`config.mk`:
```
export PLATFORM = sky130hd
export DESIGN_NAME = tbr_unit
export DESIGN_NICKNAME = d
export VERILOG_FILES = /design/src/rtl/tbr_pkg.sv /design/src/rtl/tbr_decode.sv /design/src/rtl/tbr_agen.sv /design/src/rtl/tbr_seq.sv /design/src/rtl/tbr_unit.sv
export SDC_FILE = /design/constraint.sdc
export NUM_CORES = 1
export LEC_CHECK = 0
export CAP_MARGIN = 25
export CORE_UTILIZATION = 50
export DETAILED_ROUTE_END_ITERATION = 12
export PLACE_DENSITY = 0.8
export RECOVER_POWER = 100
export REMOVE_ABC_BUFFERS = 1
export SLEW_MARGIN = 20
export SYNTH_ARGS = -nofsm -noshare
export SYNTH_HDL_FRONTEND = slang
export SYNTH_SLANG_ARGS = --single-unit
```
`constraint.sdc`:
```
create_clock -name clk -period 4.18 [get_ports clk]
set_clock_uncertainty 0.2 [all_clocks]
set_input_delay 0.627 -clock clk [delete_from_list [all_inputs] [get_ports clk]]
set_output_delay 0.627 -clock clk [all_outputs]
set_load 0.02 [all_outputs]
```
`src/rtl/tbr_pkg.sv`:
```
package tbr_pkg;
  localparam int unsigned SEL_W   = 4;
  localparam int unsigned BYTE_W  = 8;
  localparam int unsigned ENTRY_W = 2 * BYTE_W;

  localparam logic [11:0] OPC_HI   = 12'hE8D;
  localparam logic [3:0]  OPC_LO_A = 4'hF;
  localparam logic [3:0]  OPC_LO_B = 4'h0;
  localparam logic [2:0]  OPC_LO_C = 3'b000;
  localparam logic [SEL_W-1:0] PC_SEL = 4'hF;

  typedef enum logic [2:0] {
    ST_IDLE  = 3'd0,
    ST_RD_LO = 3'd1,
    ST_WT_LO = 3'd2,
    ST_RD_HI = 3'd3,
    ST_WT_HI = 3'd4,
    ST_FIN   = 3'd5
  } tbr_state_e;

  typedef struct packed {
    logic             hit;
    logic             half;
    logic [SEL_W-1:0] base_sel;
    logic [SEL_W-1:0] index_sel;
    logic             base_is_pc;
    logic             index_is_pc;
  } tbr_dec_t;
endpackage

```
`src/rtl/tbr_decode.sv`:
```
module tbr_decode
  import tbr_pkg::*;
#(
  parameter int unsigned IW = 32
) (
  input  logic [IW-1:0] instr,
  output tbr_dec_t      dec
);
  localparam int unsigned HW = IW / 2;

  logic [HW-1:0] hw_first;
  logic [HW-1:0] hw_second;

  assign hw_first  = instr[IW-1:HW];
  assign hw_second = instr[HW-1:0];

  always_comb begin
    dec.hit = (hw_first[15:4]  == OPC_HI)
            & (hw_second[15:12] == OPC_LO_A)
            & (hw_second[11:8]  == OPC_LO_B)
            & (hw_second[7:5]   == OPC_LO_C);
    dec.half        = hw_second[4];
    dec.base_sel    = hw_first[3:0];
    dec.index_sel   = hw_second[3:0];
    dec.base_is_pc  = (hw_first[3:0]  == PC_SEL);
    dec.index_is_pc = (hw_second[3:0] == PC_SEL);
  end
endmodule

```
`src/rtl/tbr_agen.sv`:
```
module tbr_agen #(
  parameter int unsigned AW = 32
) (
  input  logic [AW-1:0] instr_addr,
  input  logic [AW-1:0] base_val,
  input  logic [AW-1:0] index_val,
  input  logic          base_is_pc,
  input  logic          half,
  output logic [AW-1:0] pc_ahead,
  output logic [AW-1:0] tbl_addr
);
  localparam logic [AW-1:0] PC_STEP = AW'(4);

  logic [AW-1:0] base_op;
  logic [AW-1:0] index_op;

  assign pc_ahead = instr_addr + PC_STEP;
  assign base_op  = base_is_pc ? pc_ahead : base_val;
  assign index_op = half ? {index_val[AW-2:0], 1'b0} : index_val;
  assign tbl_addr = base_op + index_op;
endmodule

```
`src/rtl/tbr_seq.sv`:
```
module tbr_seq
  import tbr_pkg::*;
#(
  parameter int unsigned AW = 32
) (
  input  logic              clk,
  input  logic              rst_n,
  input  logic              start,
  input  tbr_dec_t          dec,
  input  logic              cond_pass,
  input  logic              in_cblk,
  input  logic              last_cblk,
  input  logic [AW-1:0]     tbl_addr,
  input  logic [AW-1:0]     pc_ahead,
  input  logic              mem_rvalid,
  input  logic [BYTE_W-1:0] mem_rdata,
  output logic              mem_req,
  output logic [AW-1:0]     mem_addr,
  output logic              done,
  output logic              taken,
  output logic [AW-1:0]     target,
  output logic              unpred
);
  localparam int unsigned PAD_W = AW - ENTRY_W - 1;

  tbr_state_e        state_q, state_d;
  logic [AW-1:0]     addr_q, pc_q;
  logic              half_q, go_q, unp_q;
  logic [BYTE_W-1:0] lo_q, hi_q;

  logic ld_issue, ld_lo, ld_hi;
  logic unp_d, go_d;
  logic [ENTRY_W-1:0] entry;

  assign unp_d = dec.hit & (dec.index_is_pc | (in_cblk & ~last_cblk));
  assign go_d  = dec.hit & cond_pass & ~unp_d;

  always_comb begin
    state_d  = state_q;
    ld_issue = 1'b0;
    ld_lo    = 1'b0;
    ld_hi    = 1'b0;
    unique case (state_q)
      ST_IDLE: begin
        if (start) begin
          ld_issue = 1'b1;
          state_d  = go_d ? ST_RD_LO : ST_FIN;
        end
      end
      ST_RD_LO: state_d = ST_WT_LO;
      ST_WT_LO: begin
        if (mem_rvalid) begin
          ld_lo   = 1'b1;
          state_d = half_q ? ST_RD_HI : ST_FIN;
        end
      end
      ST_RD_HI: state_d = ST_WT_HI;
      ST_WT_HI: begin
        if (mem_rvalid) begin
          ld_hi   = 1'b1;
          state_d = ST_FIN;
        end
      end
      ST_FIN:  state_d = ST_IDLE;
      default: state_d = ST_IDLE;
    endcase
  end

  always_ff @(posedge clk or negedge rst_n) begin
    if (!rst_n) begin
      state_q <= ST_IDLE;
    end else begin
      state_q <= state_d;
    end
  end

  always_ff @(posedge clk or negedge rst_n) begin
    if (!rst_n) begin
      addr_q <= '0;
      pc_q   <= '0;
      half_q <= 1'b0;
      go_q   <= 1'b0;
      unp_q  <= 1'b0;
    end else if (ld_issue) begin
      addr_q <= tbl_addr;
      pc_q   <= pc_ahead;
      half_q <= dec.half;
      go_q   <= go_d;
      unp_q  <= unp_d;
    end
  end

  always_ff @(posedge clk or negedge rst_n) begin
    if (!rst_n) begin
      lo_q <= '0;
    end else if (ld_lo) begin
      lo_q <= mem_rdata;
    end
  end

  always_ff @(posedge clk or negedge rst_n) begin
    if (!rst_n) begin
      hi_q <= '0;
    end else if (ld_issue | ld_hi) begin
      hi_q <= ld_hi ? mem_rdata : '0;
    end
  end

  assign entry    = {hi_q, lo_q};
  assign mem_req  = (state_q == ST_RD_LO) | (state_q == ST_RD_HI);
  assign mem_addr = (state_q == ST_RD_HI) ? addr_q + AW'(1) : addr_q;
  assign done     = (state_q == ST_FIN);
  assign taken    = done & go_q;
  assign unpred   = done & unp_q;
  assign target   = taken ? pc_q + {{PAD_W{1'b0}}, entry, 1'b0} : '0;
endmodule

```
`src/rtl/tbr_unit.sv`:
```
module tbr_unit
  import tbr_pkg::*;
#(
  parameter int unsigned AW = 32,
  parameter int unsigned IW = 32
) (
  input  logic              clk,
  input  logic              rst_n,
  input  logic              start,
  input  logic [IW-1:0]     instr,
  input  logic [AW-1:0]     instr_addr,
  input  logic              cond_pass,
  input  logic              in_cblk,
  input  logic              last_cblk,
  output logic [SEL_W-1:0]  base_sel,
  output logic [SEL_W-1:0]  index_sel,
  input  logic [AW-1:0]     base_val,
  input  logic [AW-1:0]     index_val,
  output logic              mem_req,
  output logic [AW-1:0]     mem_addr,
  input  logic              mem_rvalid,
  input  logic [BYTE_W-1:0] mem_rdata,
  output logic              done,
  output logic              taken,
  output logic [AW-1:0]     target,
  output logic              unpred
);
  logic [1:0]    rst_sync_q;
  logic          rst_int_n;
  tbr_dec_t      dec;
  logic [AW-1:0] pc_ahead;
  logic [AW-1:0] tbl_addr;

  always_ff @(posedge clk or negedge rst_n) begin
    if (!rst_n) begin
      rst_sync_q <= 2'b00;
    end else begin
      rst_sync_q <= {rst_sync_q[0], 1'b1};
    end
  end
  assign rst_int_n = rst_sync_q[1];

  tbr_decode #(.IW(IW)) u_decode (
    .instr (instr),
    .dec   (dec)
  );

  assign base_sel  = dec.base_sel;
  assign index_sel = dec.index_sel;

  tbr_agen #(.AW(AW)) u_agen (
    .instr_addr (instr_addr),
    .base_val   (base_val),
    .index_val  (index_val),
    .base_is_pc (dec.base_is_pc),
    .half       (dec.half),
    .pc_ahead   (pc_ahead),
    .tbl_addr   (tbl_addr)
  );

  tbr_seq #(.AW(AW)) u_seq (
    .clk        (clk),
    .rst_n      (rst_int_n),
    .start      (start),
    .dec        (dec),
    .cond_pass  (cond_pass),
    .in_cblk    (in_cblk),
    .last_cblk  (last_cblk),
    .tbl_addr   (tbl_addr),
    .pc_ahead   (pc_ahead),
    .mem_rvalid (mem_rvalid),
    .mem_rdata  (mem_rdata),
    .mem_req    (mem_req),
    .mem_addr   (mem_addr),
    .done       (done),
    .taken      (taken),
    .target     (target),
    .unpred     (unpred)
  );
endmodule

```
## Word level (Yosys, flattened, before mapping)

Cells that the tools add are included.
W data, S select, Z words.

- Register bits after elaboration: 88
- Input port bits: 143
- Logic and storage cells: 59
- Output and inout port bits: 76

- Muxes and demuxes: 16
- Add/subtract/negate cells: 4
- Equal/unequal tests: 12
- Reduce and logical (&&, ||, !) cells: 4
- Bitwise logic cells: 14

Operator list:

| kind | count |
|---|---|
| $mux W32 | 4 |
| $add A32 B1 Y32 const B | 1 |
| $add A32 B17 Y32 | 1 |
| $add A32 B3 Y32 const B | 1 |
| $add A32 B32 Y32 | 1 |
| $mux W3 | 5 |
| $pmux W3 S5 | 1 |
| $eq A12 B12 Y1 const B | 1 |
| $eq A4 B4 Y1 const B | 3 |
| $and A1 B1 Y1 | 9 |
| $mux W8 | 1 |
| $eq A3 B2 Y1 const B | 2 |
| $eq A3 B3 Y1 const B | 2 |
| $logic_not A3 Y1 | 2 |
| $ne A2 B2 Y1 const B | 3 |
| $mux W1 | 5 |
| $logic_not A4 Y1 | 1 |
| $eq A3 B1 Y1 const B | 1 |
| $or A1 B1 Y1 | 3 |
| $reduce_and A3 Y1 | 1 |
| $not A1 Y1 | 2 |

## Depth between registers and ports, before layout

- Word-level depth: 10
- Gate-level depth with buffers: 17
- Depth with buffers taken out: 16

## Modules after synthesis

Synthesis repeated with hierarchy kept, for this count alone.

- Cells, all modules: 1048
- Area, all modules: 8371.8 um^2

By module, submodules not included:

| module | sequential area each (um^2) | instances | area each (um^2) | cells an instance |
|---|---|---|---|---|
| tbr_seq | 2152.1 | 1 | 5182.5 | 633 |
| tbr_agen | 0.0 | 1 | 2979.1 | 393 |
| tbr_decode | 0.0 | 1 | 156.4 | 19 |
| tbr_unit | 50.0 | 1 | 53.8 | 3 |

## Worst setup path after synthesis

Ideal clock, no wire load.

- Path kind: in2reg
- Start point: input instr_addr[4]
- End point: register u_seq.addr_q[23]
- Stages on the path: 16
- Setup slack: -0.044 ns
- Data arrival time: 3.891 ns
- Setup time: 0.134 ns
- Path buffers: 1
- Required time: 3.846 ns
- Path through: and4_1 nand4_1 nor2b_1 nand3_1 xor2_1 o21ai_0 ha_1 clkbuf_1 a21o_1 a311oi_1 or3b_2 o21ai_1 o21ai_0 a31oi_1 xor2_1 o21ai_0

- Longest elaborated chain between the ends: 3

RTL lines:

| item | line | source |
|---|---|---|
| start: declaration | tbr_unit.sv:11 | `input logic [AW-1:0] instr_addr,` |
| $add A32 B3 Y32 | tbr_agen.sv:17 | `assign pc_ahead = instr_addr + PC_STEP;` |
| $mux W32 | tbr_agen.sv:18 | `assign base_op = base_is_pc ? pc_ahead : base_val;` |
| $add A32 B32 Y32 | tbr_agen.sv:20 | `assign tbl_addr = base_op + index_op;` |
| end signal: assignment | tbr_seq.sv:85 | `addr_q <= tbl_addr;` |
| end: declaration | tbr_seq.sv:27 | `logic [AW-1:0] addr_q, pc_q;` |

No other way between the ends.
A chain may end at the register's enable or synchronous reset.

## Worst setup path after layout

- Start point: input instr_addr[8]
- End point: register u_seq.addr_q[25]

Same word-level chain as after synthesis.

==> reports/results.env <==
RUN_STATUS='finished with violations'
FAILED_CHECKS='max-capacitance violations, max-slew violations'
SYNTH.DISTINCT_CELLS=56
MAXIMUM_NUMBER_OF_PINS_ON_ONE_NET_BEFORE_GLOBAL_ROUTE_REPAIR=93
TOTALWIRELENGTH_UM=28200
MAX_CAP_VIOLATIONS=2
PORT_BUFFERS=218
VDD_IR_DROP_MAX_mV=0.361
DRT_PRE_ANTENNA_ITERS=7
YOSYS-TOP-CELLS-AREA='dfrtp_1 28%, ha_1 8.0%, nand2_1 7.5%'
SETUP_REPAIR_AFTER_GLOBAL_ROUTING_MISSED_ITS_MARGIN='yes'
CTS_TREE='built'
YS.WARNINGS.COUNT=0
GRT_PASS1_VIAS=8672
HOLD_PATH_DEPTH=0
SYNTH_CELLS=997
TOTAL_NUMBER_OF_VIAS=9193
CP-START-KIND='input pin'
BUSIEST_LAYER='met2'
ROWS=45
POWER_PER_CELL_AREA_mW_PER_MM2=476
CLK-INSERTION-DELAY-LATE_NS=0.35
PRECTSSETUPSLACK_NS=-0.624
FINAL_MIN_PERIOD_OVER_CLOCK_PERIOD_PCT=99.3
GLOBAL_ROUTE.USAGE.MET2_PCT=57.8
CRITICAL_PATH_START_END_CLASSIFICATION='in -> reg'
POSTLAYOUTSETUPSLACKWORST_NS=0.0286
WORST_ENDPOINT_DATA_ARRIVAL_TIME_NS=4.12
SLEW_HEADROOM_PCT=-50.7
ENDPOINT_KIND='register'
DIE_HEIGHT_UM=128
OVERFLOW=0
HOLDCRITSTARTPOINT='rst_sync_q[0]'
HOLD_VIOL_FINAL=0
INITIAL_CORE_UTIL_PCT=51.8
MIN-DELAY-PATH-CLASS='reg -> reg'
FIN_NETS=1553
TOTAL_COUNT_OF_MAX_TRANSITION_VIOLATIONS_IN_THE_FINAL_REPORT=150
CTS_INSERTED_BUFFERS=9
LAYOUT_MIN_CYCLE_TIME_NS=4.15
LEAKAGE_nW=5.50
HOLDPATHEND='rst_sync_q[1]'
CRIT_REQUIRED_NS=4.15
ANTENNA_VIOL_NETS_FINAL=0
REG2REG_TO='u_seq.addr_q[25]'
SYNTHMOSTINSTANTIATEDCELL='nand2_1'
FP.DIEAREA_MM2=0.0164
AREAGROWTHSYNTHTOFINISH_PCT=52.3
CTSHTREEMAXLEVEL=3
DETAIL_ROUTE.ITER0.VIOLATIONS=887
SYNTH_ENABLE_FLOP_CELLS=0
REG2REGPATHDEPTH=1
DRT_DRC_VIOLATIONS_LEFT=0
PIN_COUNT=219
YS_SEQ_AREA_SHARE_PCT=27.7
GRT_ANTENNA_BEFORE_REPAIR=1
ROUTABILITYCONGESTION=0.919
GRT_UTIL_ALL_LAYERS_PCT=33.4
HPWL_UM=20500
SYNTH_COMMON_CELLS='160 x nand2_1, 113 x o21ai_0, 88 x dfrtp_1'
POST_SYNTH_INSTANCE_AREA_MM2=0.00796
GRT.MET3_USAGE_PCT=3.46
POSTSYNTH.ASYNCRESETSHARE_PCT=100
TIMING.CRITICAL_PATH.FANOUT_MAX=6
N_ANTENNA_CELL=0
BUFFER_TYPE_AT_THE_CLOCK_TREE_ROOT='clkbuf_16'
SYN_AREA_PER_CELL_UM2=7.98
TIMING_WORST_SLEW_PIN_VALUE_NS=2.26
NFILLCELLS=1009
FINALSETUPVIOLCOUNT=0
GROUTE.LAYER.MET1.USAGE_PCT=41.8
BUFFERS_FROM_CLOCK_ROOT_TO_SINK_AT_MOST=2
FMAX_MHz=241
CLK_PIN_SLEW_NS=0.07
POST_DRT_WL_PER_CELL_UM=17.9
SETUP.REG_TO_REG.WORST_SLACK_NS=1.26
TRITONCTS_NUM_SINKS=88
RR_STARTPOINT='rst_sync_q[1]'
CORE_OUTLINE_AREA_MM2=0.0154
TIMING.HOLD.WS_NS=0.155
SYNTHDOMINANTAREACELLTYPE='dfrtp_1'
SYNTH_FLOP_CELL='dfrtp_1'
SYNTH_SEQ_CELLS=88
DIE_W_UM=128
YOSYS.AREA.TOP_TYPE_SHARE_PCT=27.7
VIAS_PER_CELL=5.84
GRT_FIRST_PASS_WIRELENGTH_UM=43200
POST_ROUTE_CELLS_DRIVE_ABOVE_1_SHARE_PCT=20.9
metrics by stage:
step           area, um2  instances  TNS (ns)  utilization, %  power, W
2_1_floorplan       7730        944     -2.78               -   0.00342
4_1_cts            11900       1565         0            77.5   0.00564
5_1_grt            12100       1573    -0.840            78.8   0.00614
6_report           12100       1573         0            78.8   0.00577
3_5_place_dp       11500       1542     -6.31            74.7   0.00465
3_3_place_gp       11500       1542     -4.23            74.7   0.00455
cell type report:
| class | count | area [um2] | share of cell area, % |
|---|---|---|---|
| inverters | 18 | 67.6 | 0.558 |
| repair buffers | 402 | 3570 | 29.5 |
| flip-flops and latches | 88 | 2200 | 18.2 |
| clock inverters | 4 | 75.1 | 0.620 |
| clock buffers | 12 | 267 | 2.20 |
| multi-input cells | 838 | 5670 | 46.8 |
| well taps | 211 | 264 | 2.18 |
cell families after synthesis:
kind of cell             Yosys count  synth area share, %
adder cells (fa/ha/maj)           53                 8.52
AND/OR/NAND/NOR                  377                 22.9
flip-flops                        88                 27.7
XOR/XNOR                         101                 11.1
multiplexers                      41                 5.76
AO/OA/AOI/OAI                    265                 20.2
buffers and inverters             71                 3.73
other                              1               0.0471
worst max path at each step:
stage / startpoint / end / slack, ns / cells after the start
after floorplan: instr[18] / u_seq.addr_q[23] / -0.56 / 11
after global placement: instr_addr[4] / u_seq.addr_q[23] / -0.40 / 17
after detailed placement: instr_addr[6] / u_seq.addr_q[23] / -0.62 / 17
after CTS: instr_addr[4] / u_seq.addr_q[26] / 0.000009 / 18
after global routing: instr_addr[8] / u_seq.addr_q[25] / -0.16 / 16
final: instr_addr[8] / u_seq.addr_q[25] / 0.03 / 16
worst max-delay path, stage by stage:
cell and delay, ns:
clkdlybuf4s50_1 0.48, nand4_1 0.25, buf_6 0.23, nor2_1 0.15, xnor2_1 0.10, o21ai_0 0.21
ha_1 0.29, buf_4 0.15, a21o_1 0.20, or3b_4 0.41, o21ai_4 0.19, buf_4 0.14
o211ai_1 0.13, a31oi_1 0.28, xor2_1 0.17, o21ai_0 0.09
where the power goes:
group          internal [W]  switching (W)  leakage, nW
sequential          0.00124       0.000426         1.10
clock              0.000573       0.000350        0.161
combinational       0.00152        0.00166         4.24
routing by layer:
layer / share of wire, % / wire length (um)
met5: 0.039 / 11
met4: 4.5 / 1270
met3: 5.7 / 1600
met2: 49 / 13800
met1: 41 / 11500
sequential cells by signal, summed over array words and instances (netlist names):
name	flops
u_seq.addr_q	32
u_seq.state_q	3
u_seq.lo_q	8
u_seq.pc_q	32
u_seq.half_q	1
rst_sync_q	2
u_seq.unp_q	1
u_seq.hi_q	8
u_seq.go_q	1
layout by cell type, fill, tap and decap left out, types with 14 or more instances in the layout:
| cell type | synthesis | layout |
|---|---|---|
| o21ai_0 | 113 | 101 |
| nand2_1 | 160 | 160 |
| a211oi_1 | 16 | 14 |
| mux2_2 | 38 | 37 |
| a21o_1 | 28 | 28 |
| nor2_1 | 52 | 50 |
| inv_1 | 18 | 18 |
| dfrtp_1 | 88 | 88 |
| xnor2_1 | 61 | 60 |
| nand4_1 | 25 | 25 |
| clkdlybuf4s50_1 | 0 | 177 |
| and3_1 | 17 | 16 |
| nand3_1 | 36 | 32 |
| nor3_1 | 18 | 16 |
| dlygate4sd3_1 | 0 | 17 |
| buf_4 | 8 | 178 |
| a21oi_1 | 47 | 43 |
| ha_1 | 51 | 48 |
| xor2_1 | 40 | 36 |
timing repair:
item	in CTS	in global routing
pin swaps	10	23
buffers inserted	7	8
gates resized for setup	35	69
hold buffers	0	0
gates cloned	0	0
endpoints found under the setup margin	25	32
Power figures use the tool's default switching activity.
